### src/rtl/cpuclk_sequencer.sv
`timescale 1ns/1ps
module cpuclk_sequencer #(
  parameter int LONG_LOG      = 17,
  parameter int SHORT_LOG     = 15,
  parameter int SWITCH_CYCLES = 46,
  parameter int SUB_DIV       = 4
) (
  input  logic       clk,
  input  logic       rst_n,
  input  logic       main_tick,
  input  logic       sub_tick,
  input  logic       long_wait,
  input  logic       pcc_we,
  input  logic [1:0] pcc_wdata,
  input  logic       scc_we,
  input  logic [3:0] scc_wdata,
  output logic       sys_rst,
  output logic       cpu_en,
  output logic [1:0] pcc_q,
  output logic [3:0] scc_q,
  output logic       main_osc_on,
  output logic       src_is_sub,
  output logic       switch_busy,
  output logic       stab_busy
);
  localparam int SW_W = $clog2(SWITCH_CYCLES + 1);

  logic [LONG_LOG-1:0] stab_cnt, stab_lim;
  logic [5:0]          mc_cnt, mc_lim, mc_last;
  logic [SW_W-1:0]     sw_cnt;
  logic                req_sub, stop_bit, src_sub, pending;
  logic                mc_tick, wr_ok, new_req, req_chg, sw_done, stop_ok, stab_end;

  assign stab_lim = long_wait ? {LONG_LOG{1'b1}} : ({LONG_LOG{1'b1}} >> (LONG_LOG - SHORT_LOG));

  always_comb begin
    case (pcc_q)
      2'd0:    mc_lim = 6'd63;
      2'd1:    mc_lim = 6'd15;
      2'd2:    mc_lim = 6'd7;
      default: mc_lim = 6'd3;
    endcase
  end

  assign mc_tick  = src_sub ? sub_tick : main_tick;
  assign mc_last  = src_sub ? 6'(SUB_DIV - 1) : mc_lim;
  assign cpu_en   = !sys_rst && mc_tick && (mc_cnt >= mc_last);

  assign wr_ok    = scc_we && !sys_rst;
  assign new_req  = scc_wdata[0] | (req_sub & ~(main_osc_on & ~stab_busy));
  assign req_chg  = wr_ok && (new_req != req_sub);
  assign sw_done  = pending && cpu_en && !req_chg && (sw_cnt == SW_W'(SWITCH_CYCLES - 1));
  assign stop_ok  = src_sub && !pending && scc_wdata[0];
  assign stab_end = stab_busy && main_tick && main_osc_on && (stab_cnt == stab_lim);

  always_ff @(posedge clk or negedge rst_n) begin
    if (!rst_n) begin
      sys_rst   <= 1'b1;
      stab_busy <= 1'b1;
      stab_cnt  <= '0;
      pcc_q     <= 2'd0;
      req_sub   <= 1'b0;
      stop_bit  <= 1'b0;
      src_sub   <= 1'b0;
      pending   <= 1'b0;
      sw_cnt    <= '0;
      mc_cnt    <= '0;
    end else begin
      if (stab_end) begin
        stab_busy <= 1'b0;
        sys_rst   <= 1'b0;
      end else if (stab_busy && main_tick && main_osc_on) begin
        stab_cnt <= stab_cnt + 1'b1;
      end

      if (pcc_we && !sys_rst) pcc_q <= pcc_wdata;

      if (wr_ok) begin
        if (!scc_wdata[3]) begin
          stop_bit <= 1'b0;
          if (stop_bit) begin
            stab_busy <= 1'b1;
            stab_cnt  <= '0;
          end
        end else if (stop_ok) begin
          stop_bit <= 1'b1;
        end
      end

      if (req_chg) begin
        req_sub <= new_req;
        pending <= (new_req != src_sub);
        sw_cnt  <= '0;
      end else if (sw_done) begin
        src_sub <= req_sub;
        pending <= 1'b0;
      end else if (pending && cpu_en) begin
        sw_cnt <= sw_cnt + 1'b1;
      end

      if (sys_rst || sw_done)  mc_cnt <= '0;
      else if (mc_tick)        mc_cnt <= cpu_en ? 6'd0 : mc_cnt + 1'b1;
    end
  end

  assign scc_q       = {stop_bit, 2'b00, req_sub};
  assign main_osc_on = !stop_bit;
  assign src_is_sub  = src_sub;
  assign switch_busy = pending;

  AST_NO_EN_IN_RST:   assert property (@(posedge clk) disable iff (!rst_n) sys_rst |-> !cpu_en);
  AST_EN_SINGLE:      assert property (@(posedge clk) disable iff (!rst_n) cpu_en |=> !cpu_en);
  AST_SRC_AFTER_PEND: assert property (@(posedge clk) disable iff (!rst_n)
                        (src_sub != $past(src_sub)) |-> ($past(pending) && $past(cpu_en)));
  AST_OSC_ON_MAIN:    assert property (@(posedge clk) disable iff (!rst_n) !src_sub |-> main_osc_on);
  AST_STOP_SETTLED:   assert property (@(posedge clk) disable iff (!rst_n)
                        $fell(main_osc_on) |-> ($past(src_sub) && !$past(pending)));
  AST_MAIN_STABLE:    assert property (@(posedge clk) disable iff (!rst_n)
                        $fell(src_sub) |-> (main_osc_on && !stab_busy));
endmodule

### config.mk
export PLATFORM = sky130hd
export DESIGN_NAME = cpuclk_sequencer
export DESIGN_NICKNAME = d
export VERILOG_FILES = /design/src/rtl/cpuclk_sequencer.sv
export SDC_FILE = /design/constraint.sdc
export NUM_CORES = 1
export LEC_CHECK = 0
export BUFFER_PORTS_ARGS = -buffer_cell sky130_fd_sc_hd__buf_4
export CORE_MARGIN = 8
export CORE_UTILIZATION = 53
export DETAILED_ROUTE_END_ITERATION = 6
export GPL_TIMING_DRIVEN = 0
export PLACE_DENSITY = 0.8
export SLEW_MARGIN = 40
export SYNTH_ARGS = -nofsm -noshare
export SYNTH_HDL_FRONTEND = slang
export SYNTH_SLANG_ARGS = --single-unit
### constraint.sdc
create_clock -name clk -period 2.8 [get_ports clk]
set_input_delay 0.28 -clock clk [delete_from_list [all_inputs] [get_ports clk]]
set_output_delay 0.28 -clock clk [all_outputs]
set_load 0.01 [all_outputs]
## Word-level counts from Yosys, hierarchy flattened

Index checks and enable logic that the tools add are counted.

| storage, ports and cells | value |
|---|---|
| register bits after elaboration | 37 |
| latch bits | 0 |
| RAM bits | 0 |
| ROM bits | 0 |
| bits of input ports | 13 |
| output and inout port bits | 12 |
| logic and storage cells | 76 |
| memories kept | 0 |

| operators by class | value |
|---|---|
| $add $sub $neg | 3 |
| multiply operators | 0 |
| div/mod/pow operators | 0 |
| magnitude comparators | 1 |
| equal/unequal tests | 8 |
| shift-type cells | 0 |
| multiplexer cells | 23 |
| bitwise gates (word level) | 6 |
| reduce and logical (&&, ||, !) cells | 25 |

Operators with widths:

| kind | number |
|---|---|
| $mux W17 | 6 |
| $mux W6 | 7 |
| $pmux W6 S3 | 1 |
| $add A17 B1 Y17 const B | 1 |
| $eq A17 B17 Y1 | 1 |
| $logic_and A1 B1 Y1 | 13 |
| $add A6 B1 Y6 const B | 2 |
| $mux W1 | 9 |
| $eq A6 B6 Y1 const B | 1 |
| $ge A6 B6 Y1 | 1 |
| $reduce_and A2 Y1 | 3 |
| $reduce_bool A2 Y1 | 3 |
| $logic_not A1 Y1 | 4 |
| $not A1 Y1 | 3 |
| $and A1 B1 Y1 | 2 |
| $eq A2 B1 Y1 const B | 1 |
| $eq A2 B2 Y1 const B | 1 |
| $logic_not A2 Y1 | 1 |
| $ne A1 B1 Y1 | 2 |
| $ne A2 B1 Y1 const B | 1 |
| $ne A2 B2 Y1 const B | 1 |
| $logic_or A1 B1 Y1 | 1 |
| $or A1 B1 Y1 | 1 |

## Logic depth before layout (Yosys ltp)

Gate-level depths: netlist of the first run.

| depth | value |
|---|---|
| depth after elaboration | 12 |
| gate-level depth with buffers | 9 |
| depth with buffers taken out | 7 |

## Worst setup path before layout of the first run

OpenSTA, ideal clock, no wires.

| timing | value |
|---|---|
| path kind | reg-to-reg |
| start | register src_sub (netlist: src_is_sub) |
| end | register src_sub (netlist: src_is_sub) |
| setup time | 0.125 ns |
| data arrival time | 2.487 ns |
| required time | 2.675 ns |
| path slack | 0.188 ns |
| stages on the path, launching flop included | 10 |
| path buffers | 2 |
| clock period less this slack | 2.612 ns |
| path through | dfrtp_1 > buf_2 > or3_1 > ha_1 > o211ai_1 > o21ai_1 > and3_1 > clkbuf_1 > nand4_1 > mux2_2 |

| between the ends | value |
|---|---|
| longest elaborated chain between the ends | 7 |
| elaborated cells on any way between the ends | 9 |
| classes of those cells | order compare: 1; mux: 2; reduce/logical: 6 |

RTL lines:

| item | line | RTL |
|---|---|---|
| from (decl) | 31 | `logic req_sub, stop_bit, src_sub, pending;` |
| from (signal assigned) | 95 | `src_sub <= req_sub;` |
| $mux W6 / $mux W1 (equally long branches) | 46, 45 |  |
| $ge A6 B6 Y1 / $logic_and A1 B1 Y1 (equally long branches) | 47 | `assign cpu_en = !sys_rst && mc_tick && (mc_cnt >= mc_last);` |
| $logic_and A1 B1 Y1 (*) | 47 |  |
| net cpu_en | 18 | `output logic cpu_en,` |
| $logic_and A1 B1 Y1 (*) (3 in series) | 52 | `assign sw_done = pending && cpu_en && !req_chg && (sw_cnt == SW_W'(SWITCH_CYCLES - 1));` |
| $reduce_and A2 Y1 (no source line) (*) | -- |  |

The timed path passes the listed nets; every way through them passes the cells marked *.
A chain may end at the register's enable or synchronous reset.

## Worst setup path after layout of the first run

| timing | value |
|---|---|
| start | register src_sub (netlist: src_is_sub) |
| end | output cpu_en |

| between the ends | value |
|---|---|
| longest elaborated chain between the ends | 3 |
| elaborated cells on any way between the ends | 5 |
| classes of those cells | order compare: 1; mux: 2; reduce/logical: 2 |

RTL lines:

| item | line |
|---|---|
| $mux W6 / $mux W1 (equally long branches) | 46, 45 |
| $ge A6 B6 Y1 / $logic_and A1 B1 Y1 (equally long branches) | 47 |
| $logic_and A1 B1 Y1 (*) | 47 |
| to (decl) | 18 |

Every way passes the cells marked *; elsewhere a longest branch is shown, timed or not.

==> results.md, run 1 <==
- Leakage: 1.13 nW
- Clock Pin Slew Worst Setup and Hold Paths: about 0.07 ns
- Synth Instances: approximately 210
- Gr ovfl total: 0
- Power Density: 499 mW/mm^2
- Worst-skew pair later-pin latency: about 0.30 ns
- Run status: completed
- Fin crit share: between 90% and 100%
- Net count, final: around 260
- Number of synthesized flops with an enable pin: 0
- Crit-path cells: buf_2, or3_1, ha_1, o211ai_1, o21ai_2, and3_1, buf_4
- Worst reg2reg setup slack: ~0.35 ns
- Routed len/inst: approximately 15 um
- Via Count: roughly 1,700
- Area Overhead vs Synth: 16.5%
- HP Start: pcc_wdata[1]
- Clk pwr share: between 30% and 40%
- # DRC: 0
- Fmax: between 0.3 and 0.4 GHz
- Worst R2R Start: src_is_sub
- Switch share: 25.0%
- Initial core utilization: about 54%
- FP Rows: 23
- Hold/Removal Path Class: in2reg
- Logic gate share of total power: 10.8%
- Final setup TNS: 0 ns
- Net switching power: around 300 uW
- Mapped Area: approximately 0.0021 mm^2
- ANT cells: 0
- Fin util: between 60% and 70%
- CORE AREA: a little under 0.004 mm^2
- Tot GR Track Use: 15.3%
- Final setup vio count: 0
- Final slew viol count: 0
- Worst setup EP type: output pin
- Relative slew slack: between 50% and 60%
- Pre-antenna DRT Iters: 4
- Most used flip-flop cell after synthesis: dfrtp_1
- Share of cells above drive strength 1: 20.2%
- Port bufs: 20
- Slew @ Worst Pin: a little over 0.6 ns
- Cell internal pwr: about 920 uW
- CP max stage delay: about 0.42 ns
- Vias in the first global route: around 1,600
- Height of the die: between 70 and 80 um
- Synthesized flop and latch total: 37
- Arrival time worst endpoint: between 2 and 2.5 ns
- DP HPWL: just over 3 mm
- Startpoint types: flip-flop
- WHS Path Cells: 2
- Max VDD drop: ~0.31 mV
- Synth unique cells: 50
- Tmin final: roughly 2.6 ns
- CP Class: reg2out
- DRT antenna net count: 0
- Mapped Avg Cell Area: approximately 10 um^2
- # IOs: 25
- Total wire length: about 4.3 mm
- Final Hold Fails: 0
- Clock buffer depth: 2
- CP max FO: 8
- Reg2reg path depth: 9
- Top cell type's share of synthesized area: between 40% and 50%
- Register share of total power: between 50% and 60%
- Critical Path RT: roughly 2.5 ns
- Sinks on Clock Net: 37
- Yosys warns: 0
- Seq/Total Area, Yosys: a little over two fifths
- Unrepaired setup endpoints after global routing: false
- First-pass GRT wire length: roughly 7.6 mm
- Fin Clk Skew: ~0.012 ns
- CTS Buf Count: 5
- CTS tree: yes
- Most frequent cells in the layout: dfrtp_1 (35), buf_4 (25), nor2_1 (24)
- Initial DRC Count: ~100
- CP max stage cell: or3_1
- Initial antenna violation count: 0
- Fillers: about 350
- Worst Hold End: pcc_q[1]
- Ys async rst share: 100%
- Commonest non-fill, non-tap cell in the layout: dfrtp_1
- Cell taking the most area after synthesis: dfrtp_1
- Synth top area cells: dfrtp_1 (41%), xor2_1 (5.0%), ha_1 (4.7%), nor2_1 (4.3%), xnor2_1 (3.7%)
- Die Footprint: roughly 0.0063 mm^2
- H-tree depth: 2
- Via/cell ratio: 5.72
- Die X: approximately 79 um
- Routability cong.: between 0.8 and 0.9
- Largest net degree at the start of global routing: 38
- Max_cap viols: 0
- CTS Root Cell: clkbuf_8
- R2R Path End: mc_cnt[2]
[worst max-delay path, delay by kind of cell, from the launching register on]
| kind | cells | cell delay (ns) |
|---|---|---|
| AND/OR/NAND/NOR | 2 | 0.75 |
| flip-flops | 1 | 0.38 |
| buffers and inverters | 2 | 0.36 |
| adder cells (fa/ha/maj) | 1 | 0.31 |
| AO/OA/AOI/OAI | 2 | 0.27 |
[cells in the mapped netlist, types with 2 or more instances]
cell type	instances
or3_1	3
ha_1	8
nand4_1	11
mux2_2	4
nand2_1	12
nor3_1	6
o211ai_1	2
dfstp_2	2
nand2b_1	3
nor2_1	24
a21o_1	3
nor2b_1	2
a21oi_1	10
and4_1	2
inv_1	4
and3_1	5
dfrtp_1	35
nor4b_1	2
mux2i_1	2
clkbuf_1	4
xor2_1	12
a211oi_1	5
o21ai_0	3
and2_1	2
xnor2_1	9
buf_4	4
nand3_1	8
a31oi_1	3
[how the worst max path moves through the flow]
stage / from / end / cells past startpoint
final: src_is_sub / cpu_en / 7
after global routing: src_is_sub / cpu_en / 7
after CTS: src_is_sub / cpu_en / 8
after detailed placement: src_is_sub / src_is_sub / 9
after global placement: src_is_sub / src_is_sub / 9
after floorplan: src_is_sub / src_is_sub / 9
[layout make-up]
cell class / instances / area [um^2] / share of cell area [%]
plain buffers: 9 / 51.3 / 2.08
clock buffers: 7 / 86.3 / 3.50
clock inverters: 1 / 30.0 / 1.22
inverters: 4 / 15.0 / 0.609
multi-input cells: 162 / 1130 / 45.6
flip-flops and latches: 37 / 928 / 37.6
well taps: 50 / 62.6 / 2.54
repair buffers: 22 / 168 / 6.80
[power by group through the flow]
stage               clock network (mW)  registers (mW)  logic (mW)
floorplan                            0           0.616      0.0877
global placement                     0           0.623       0.127
detailed placement                   0           0.626       0.135
CTS                              0.493           0.616       0.136
global route                     0.518           0.625       0.155
finish                           0.483           0.616       0.133
[kinds of logic (layout without fill, tap and decap cells)]
| family | Yosys count | after routing | synth area share (%) |
|---|---|---|---|
| buf+inv | 14 | 43 | 3.31 |
| other cells | 1 | 2 | 0.177 |
| mux | 6 | 6 | 3.07 |
| simple gates | 87 | 87 | 21.8 |
| flops | 37 | 37 | 43.9 |
| fa+ha+maj | 8 | 8 | 4.73 |
| compound gates | 38 | 38 | 14.4 |
| xor+xnor | 21 | 21 | 8.69 |
[repair_timing]
action,4_1_cts,5_1_grt
endpoints found under the hold margin,35,0
setup buffers,1,0
hold buffers,1,0
resized for setup,1,0
setup endpoints to repair,2,1
pin swaps,1,0
[per-layer routing]
layer	vias to the layer above	track usage (%)	share of wire [%]
met4	0	7.04	1.8
met3	9	3.95	2.6
met5	-	0	0
met2	19	24.5	51
li1	818	-	-
met1	823	18.8	45
[through the flow]
step | total power, mW | cell area [um^2] | setup WS (ns) | hold WS [ns] | std cells
2_1_floorplan | 0.704 | 2120 | 0.188 | -0.0156 | 213
3_3_place_gp | 0.750 | 2330 | -0.0287 | 0.269 | 283
3_5_place_dp | 0.761 | 2330 | -0.0972 | 0.270 | 283
4_1_cts | 1.24 | 2470 | 0.0635 | 0.208 | 293
5_1_grt | 1.30 | 2470 | 0.0236 | 0.208 | 292
6_report | 1.23 | 2470 | 0.170 | 0.212 | 292
[state kept, by name (all words and copies together) (netlist names)]
name and cells:
stab_cnt 17, mc_cnt 6, sw_cnt 6, pcc_q 2
req_sub 1, src_is_sub 1, stab_busy 1, stop_bit 1
switch_busy 1, sys_rst 1
Note: power is estimated with default switching activity, not from simulation.
==> run 2, diff against run 1 <==
--- a/config.mk
+++ b/config.mk
@@ -10,8 +10,7 @@
 export CORE_UTILIZATION = 53
 export DETAILED_ROUTE_END_ITERATION = 6
 export GPL_TIMING_DRIVEN = 0
-export PLACE_DENSITY = 0.8
-export SLEW_MARGIN = 40
+export PLACE_DENSITY = 0.75
 export SYNTH_ARGS = -nofsm -noshare
 export SYNTH_HDL_FRONTEND = slang
 export SYNTH_SLANG_ARGS = --single-unit
==> run 2 against run 1 <==
Compared with the run above: power shrank 9.0%; sequential share of layout area rose by 0.41 points; fmax grew 1.9%; largest cell class unchanged; clock power fell by 23%; sequential power is essentially flat; die area unchanged; cell count stayed put; final area is 1.1% lower; global-route usage decreased by 0.74 points.
==> results.md, run 2 (synthesized netlist as in run 1, its figures left out) <==
- Placed Instance Area: between 0.002 and 0.0025 mm^2
- Share of cells above drive strength 1: ~20%
- Min Hold Slack: approximately 0.23 ns
- Initial core utilization: 54.1%
- Tot GR Track Use: around 15%
- Final Hold Fails: 0
- Sinks on Clock Net: 37
- First-pass GRT wire length: 7.35 mm
- Tot Pwr: 1.12 mW
- Reg2reg path depth: 9
- Via/cell ratio: about 5.6
- Final WS setup: 0.220 ns
- Fillers: between 300 and 400
- R2R Path End: mc_cnt[3]
- ANT cells: 0
- Critical Path RT: 2.52 ns
- Net count, final: 262
- Worst setup EP type: output pin
- Clock Pin Slew Worst Setup and Hold Paths: 0.07 ns
- Worst slack at placement: -0.0723 ns
- Power Density: 459 mW/mm^2
- Final setup TNS: 0 ns
- CP max FO: 8
- Area of the multi-input gates: roughly 0.0011 mm^2
- Tmin final: ~2.6 ns
- Worst reg2reg setup slack: approximately 0.27 ns
- Hold/Removal Path Class: in2reg
- Final setup vio count: 0
- Routability cong.: roughly 0.77
- Vias in the first global route: 1,631
- CP Class: reg2out
- Die X: 79.2 um
- HP Start: pcc_wdata[0]
- Max VDD drop: roughly 0.32 mV
- Fin Clk Skew: 0.00233 ns
- Gr ovfl total: 0
- Startpoint types: flip-flop
- Fmax: approximately 0.39 GHz
- Via Count: between 1,500 and 2,000
- Clock buffer depth: 2
- FP Rows: 23
- Largest register FFs: 17
- Fin util: just over 60%
- Commonest non-fill, non-tap cell in the layout: dfrtp_1
- WHS Path Cells: 2
- Finished Layout Cells: around 290
- Slew @ Worst Pin: about 0.64 ns
- Sequential cell area: 928 um^2
- Arrival time worst endpoint: around 2.3 ns
- Pre-antenna DRT Iters: 4
- # IOs: 25
- Most frequent cells in the layout: dfrtp_1 (35), buf_4 (25), nor2_1 (24)
- Fin crit share: 92.2%
- Initial DRC Count: 90
- Unrepaired setup endpoints after global routing: false
- Placed Cells: between 200 and 300
- # DRC: 0
- Area Overhead vs Synth: 15.3%
- Final slew viol count: 0
- Largest reg by FF count: stab_cnt
- DP HPWL: between 3 and 4 mm
- Largest net degree at the start of global routing: 38
- Total wire length: about 4.3 mm
- Worst-skew pair later-pin latency: around 0.28 ns
- H-tree depth: 2
- Leakage: 1.12 nW
- Top flop regs: stab_cnt x17, mc_cnt x6, sw_cnt x6
- CTS Root Cell: clkbuf_8
- Worst Hold End: pcc_q[0]
- DRT antenna net count: 0
- CORE AREA: 0.00391 mm^2
- Routed len/inst: approximately 15 um
- Die Footprint: about 0.0063 mm^2
- Design area: roughly 0.0024 mm^2
- CTS Buf Count: 5
- Worst R2R Start: src_is_sub
- CTS tree: yes
- Relative slew slack: 56.8%
- Initial antenna violation count: 0
- Port bufs: 20
- Max_cap viols: 0
- Height of the die: roughly 79 um
- Run status: completed
-- run 2: cell types whose count changed in the layout (fill, tap and decap cells not counted) --
cell | previous run | this run
bufinv_16 | 1 | 0
clkbuf_1 | 4 | 5
-- run 2: critical path, cell delays in order, from the launching register on --
cell,delay [ns]
dfrtp_1,0.37
buf_2,0.17
or3_1,0.41
ha_1,0.31
o211ai_1,0.09
o21ai_2,0.16
and3_1,0.33
buf_4,0.18
-- run 2: how the worst max path moves through the flow --
stage                     slack, ns          to  depth (start not counted)  startpoint
after floorplan                0.19  src_is_sub                          9  src_is_sub
after global placement        -0.03  src_is_sub                          9  src_is_sub
after detailed placement      -0.07  src_is_sub                          9  src_is_sub
after CTS                       0.1      cpu_en                          8  src_is_sub
after global routing           0.07   mc_cnt[3]                          9  src_is_sub
final                          0.22      cpu_en                          7  src_is_sub
-- run 2: metal layers --
layer | GRT usage, % | vias up | wire (um)
li1 | - | 817 | -
met1 | 17.8 | 803 | 2040
met2 | 24.6 | 21 | 2090
met3 | 3.84 | 4 | 118
met4 | 4.07 | 0 | 44
met5 | 0 | - | 0
-- run 2: power breakdown --
group / internal, mW / switching (mW) / total, mW / leakage, nW
combinational: 0.0617 / 0.0709 / 0.133 / 0.581
clock: 0.201 / 0.173 / 0.374 / 0.0455
sequential: 0.572 / 0.0432 / 0.615 / 0.495
total: 0.834 / 0.287 / 1.12 / 1.12
-- run 2: area by class of cell --
class                      count  area share (%)
multi-input combinational    162            46.1
buffer                         9            2.10
tap                           50            2.56
sequential                    37            38.0
inverter                       4           0.615
timing repair buffer          22            6.87
clock buffer                   8            3.69
-- run 2: what timing repair did --
item / CTS / global route
endpoints found under the hold margin: 35 / 0
hold buffers: 1 / 0
buffers inserted: 1 / 0
gates resized for setup: 1 / 0
endpoints found under the setup margin: 2 / 1
pin swaps: 1 / 0
==> run 3, diff against run 2 <==
--- a/config.mk
+++ b/config.mk
@@ -6,11 +6,13 @@
 export NUM_CORES = 1
 export LEC_CHECK = 0
 export BUFFER_PORTS_ARGS = -buffer_cell sky130_fd_sc_hd__buf_4
+export CORE_ASPECT_RATIO = 1.5
 export CORE_MARGIN = 8
 export CORE_UTILIZATION = 53
 export DETAILED_ROUTE_END_ITERATION = 6
 export GPL_TIMING_DRIVEN = 0
 export PLACE_DENSITY = 0.75
+export SETUP_SLACK_MARGIN = 0.2
 export SYNTH_ARGS = -nofsm -noshare
 export SYNTH_HDL_FRONTEND = slang
 export SYNTH_SLANG_ARGS = --single-unit
==> constraint.sdc (replaced) <==
create_clock -name clk -period 2.8 [get_ports clk]
set_input_delay 0.28 -clock clk [delete_from_list [all_inputs] [get_ports clk]]
set_output_delay 0.28 -clock clk [all_outputs]
set_load 0.005 [all_outputs]
==> run 3 against run 2 <==
Compared with the run above: critical path depth is 1 higher; worst hold slack lost 0.0044 ns; global-route usage rose by 1.2 points; count of clock-buffer cells in the layout is 1 lower; power increased by 9.4%; sequential cell count did not move; sequential share of layout area fell by 1.4 points; fmax up 2.9%; largest power group unchanged; highest routed layer unchanged.
==> results.md, run 3 (synthesized netlist as in run 1, its figures left out) <==
- Tot GR Track Use: ~16%
- # DRC: 0
- Fmax: roughly 0.4 GHz
- Largest register FFs: 17
- Pre-antenna DRT Iters: 4
- Final slew viol count: 0
- Routed len/inst: around 15 um
- Crit-path cells: buf_6, or3_4, ha_4, o211ai_1, o21ai_2, and3_1, buf_6, buf_4
- Placed Cells: about 280
- Worst-skew pair later-pin latency: 0.29 ns
- Port bufs: 20
- Clock buffer depth: 2
- CP max stage cell: dfrtp_1
- Share of cells above drive strength 1: between 20% and 30%
- Sequential cell area: 928 um^2
- Largest reg by FF count: stab_cnt
- CP max stage delay: around 0.40 ns
- Most frequent cells in the layout: dfrtp_1 (35), buf_4 (30), nor2_1 (24)
- Placed Instance Area: 0.00233 mm^2
- CP Class: reg2out
- Gr ovfl total: 0
- Area Overhead vs Synth: 19.9%
- DP HPWL: approximately 3.1 mm
- CP max FO: 7
- Top flop regs: stab_cnt x17, mc_cnt x6, sw_cnt x6
- Largest net degree at the start of global routing: 38
- Tot Pwr: approximately 1.2 mW
- CTS Root Cell: clkbuf_8
- Tmin final: approximately 2.5 ns
- Max VDD drop: 0.431 mV
- First-pass GRT wire length: a little under 8 mm
- CORE AREA: ~0.0039 mm^2
- ANT cells: 0
- HP Start: pcc_wdata[0]
- Worst R2R Start: src_is_sub
- Final Hold Fails: 0
- Initial antenna violation count: 0
- H-tree depth: 2
- # IOs: 25
- Fin util: between 60% and 70%
- Via/cell ratio: slightly below 6
- Hold/Removal Path Class: in2reg
- Die Footprint: ~0.0063 mm^2
- Design area: 0.00254 mm^2
- Critical Path RT: approximately 2.5 ns
- Max_cap viols: 0
- CTS tree: yes
- Arrival time worst endpoint: between 2 and 2.5 ns
- Startpoint types: flip-flop
- Leakage: 1.17 nW
- Routability cong.: 0.784
- FP Rows: 28
- Finished Layout Cells: 293
- Total wire length: roughly 4.5 mm
- CTS Buf Count: 5
- Net count, final: 268
- Commonest non-fill, non-tap cell in the layout: dfrtp_1
- Final setup vio count: 0
- DRT antenna net count: 0
- Vias in the first global route: roughly 1,700
- Fin crit share: 89.6%
- Initial core utilization: between 50% and 60%
- Initial DRC Count: 93
- Unrepaired setup endpoints after global routing: false
- Height of the die: slightly above 90 um
- Slew @ Worst Pin: around 0.66 ns
- Via Count: 1,698
- Worst setup EP type: output pin
- Die X: roughly 68 um
- Worst Setup SP: src_is_sub
- Sinks on Clock Net: 37
- Relative slew slack: between 50 and 60%
- Area of the multi-input gates: approximately 0.0011 mm^2
- Clock Pin Slew Worst Setup and Hold Paths: roughly 0.07 ns
- Power Density: between 400 and 500 mW/mm^2
- Fin Clk Skew: between 0.007 and 0.008 ns
- Crit path top cell by count: buf_6
- Run status: completed
- Fillers: between 300 and 400
## run 3: power by group
group          internal, mW  switching [mW]
logic                0.0632          0.0688
registers             0.572          0.0444
clock network         0.290           0.189
## run 3: final timing paths
| path | endpoint | cells past startpoint | slack, ns |
|---|---|---|---|
| setup / recovery | cpu_en | 8 | 0.29 |
| hold / removal | pcc_q[0] | 2 | 0.22 |
| setup reg to reg | src_is_sub | 10 | 0.37 |
| hold reg to reg | stab_busy | 1 | 0.55 |
| max in group asynchronous | stab_busy | 2 | 1.97 |
| min in group asynchronous | stab_cnt[11] | 2 | 0.48 |
## run 3: cell type report
cell class                      count  share of cell area [%]
Multi-Input combinational cell    162                    45.2
Inverter                            4                   0.592
Clock inverter                      1                    1.18
Clock buffer                        7                    3.40
Tap cell                           45                    2.22
Sequential cell                    37                    36.6
Timing Repair Buffer               27                    8.09
Buffer                             10                    2.71
## run 3: what timing repair did
action,CTS,global route
gates resized for setup,5,5
hold buffers,1,0
buffers inserted,1,5
setup endpoints to repair,5,3
endpoints found under the hold margin,35,0
pin swaps,1,3
## run 3: worst max-delay path, delay by kind of cell, from the launching register on
kind                       cells  cell delay [ns]
buffers and inverters          3             0.35
DFF                            1             0.40
adders and majority gates      1             0.28
AOI/OAI and AO/OA              2             0.30
and+or+nand+nor                2             0.59
## run 3: through the flow
| step | hold WS [ns] | setup slack, ns | setup TNS (ns) |
|---|---|---|---|
| 2_1_floorplan | -0.0156 | 0.276 | 0 |
| 3_3_place_gp | 0.272 | -0.0218 | -0.0218 |
| 3_5_place_dp | 0.269 | -0.0714 | -0.0714 |
| 4_1_cts | 0.212 | 0.216 | 0 |
| 5_1_grt | 0.214 | 0.204 | 0 |
| 6_report | 0.224 | 0.292 | 0 |
## run 3: layer usage
metal	GRT usage, %	share of wire (%)	routed length, um	up-vias
li1	-	-	-	827
met1	17.7	39	1740	828
met2	26.7	56	2500	35
met3	3.71	3.4	154	8
met4	7.88	2.0	88	0
met5	0	0	0	-
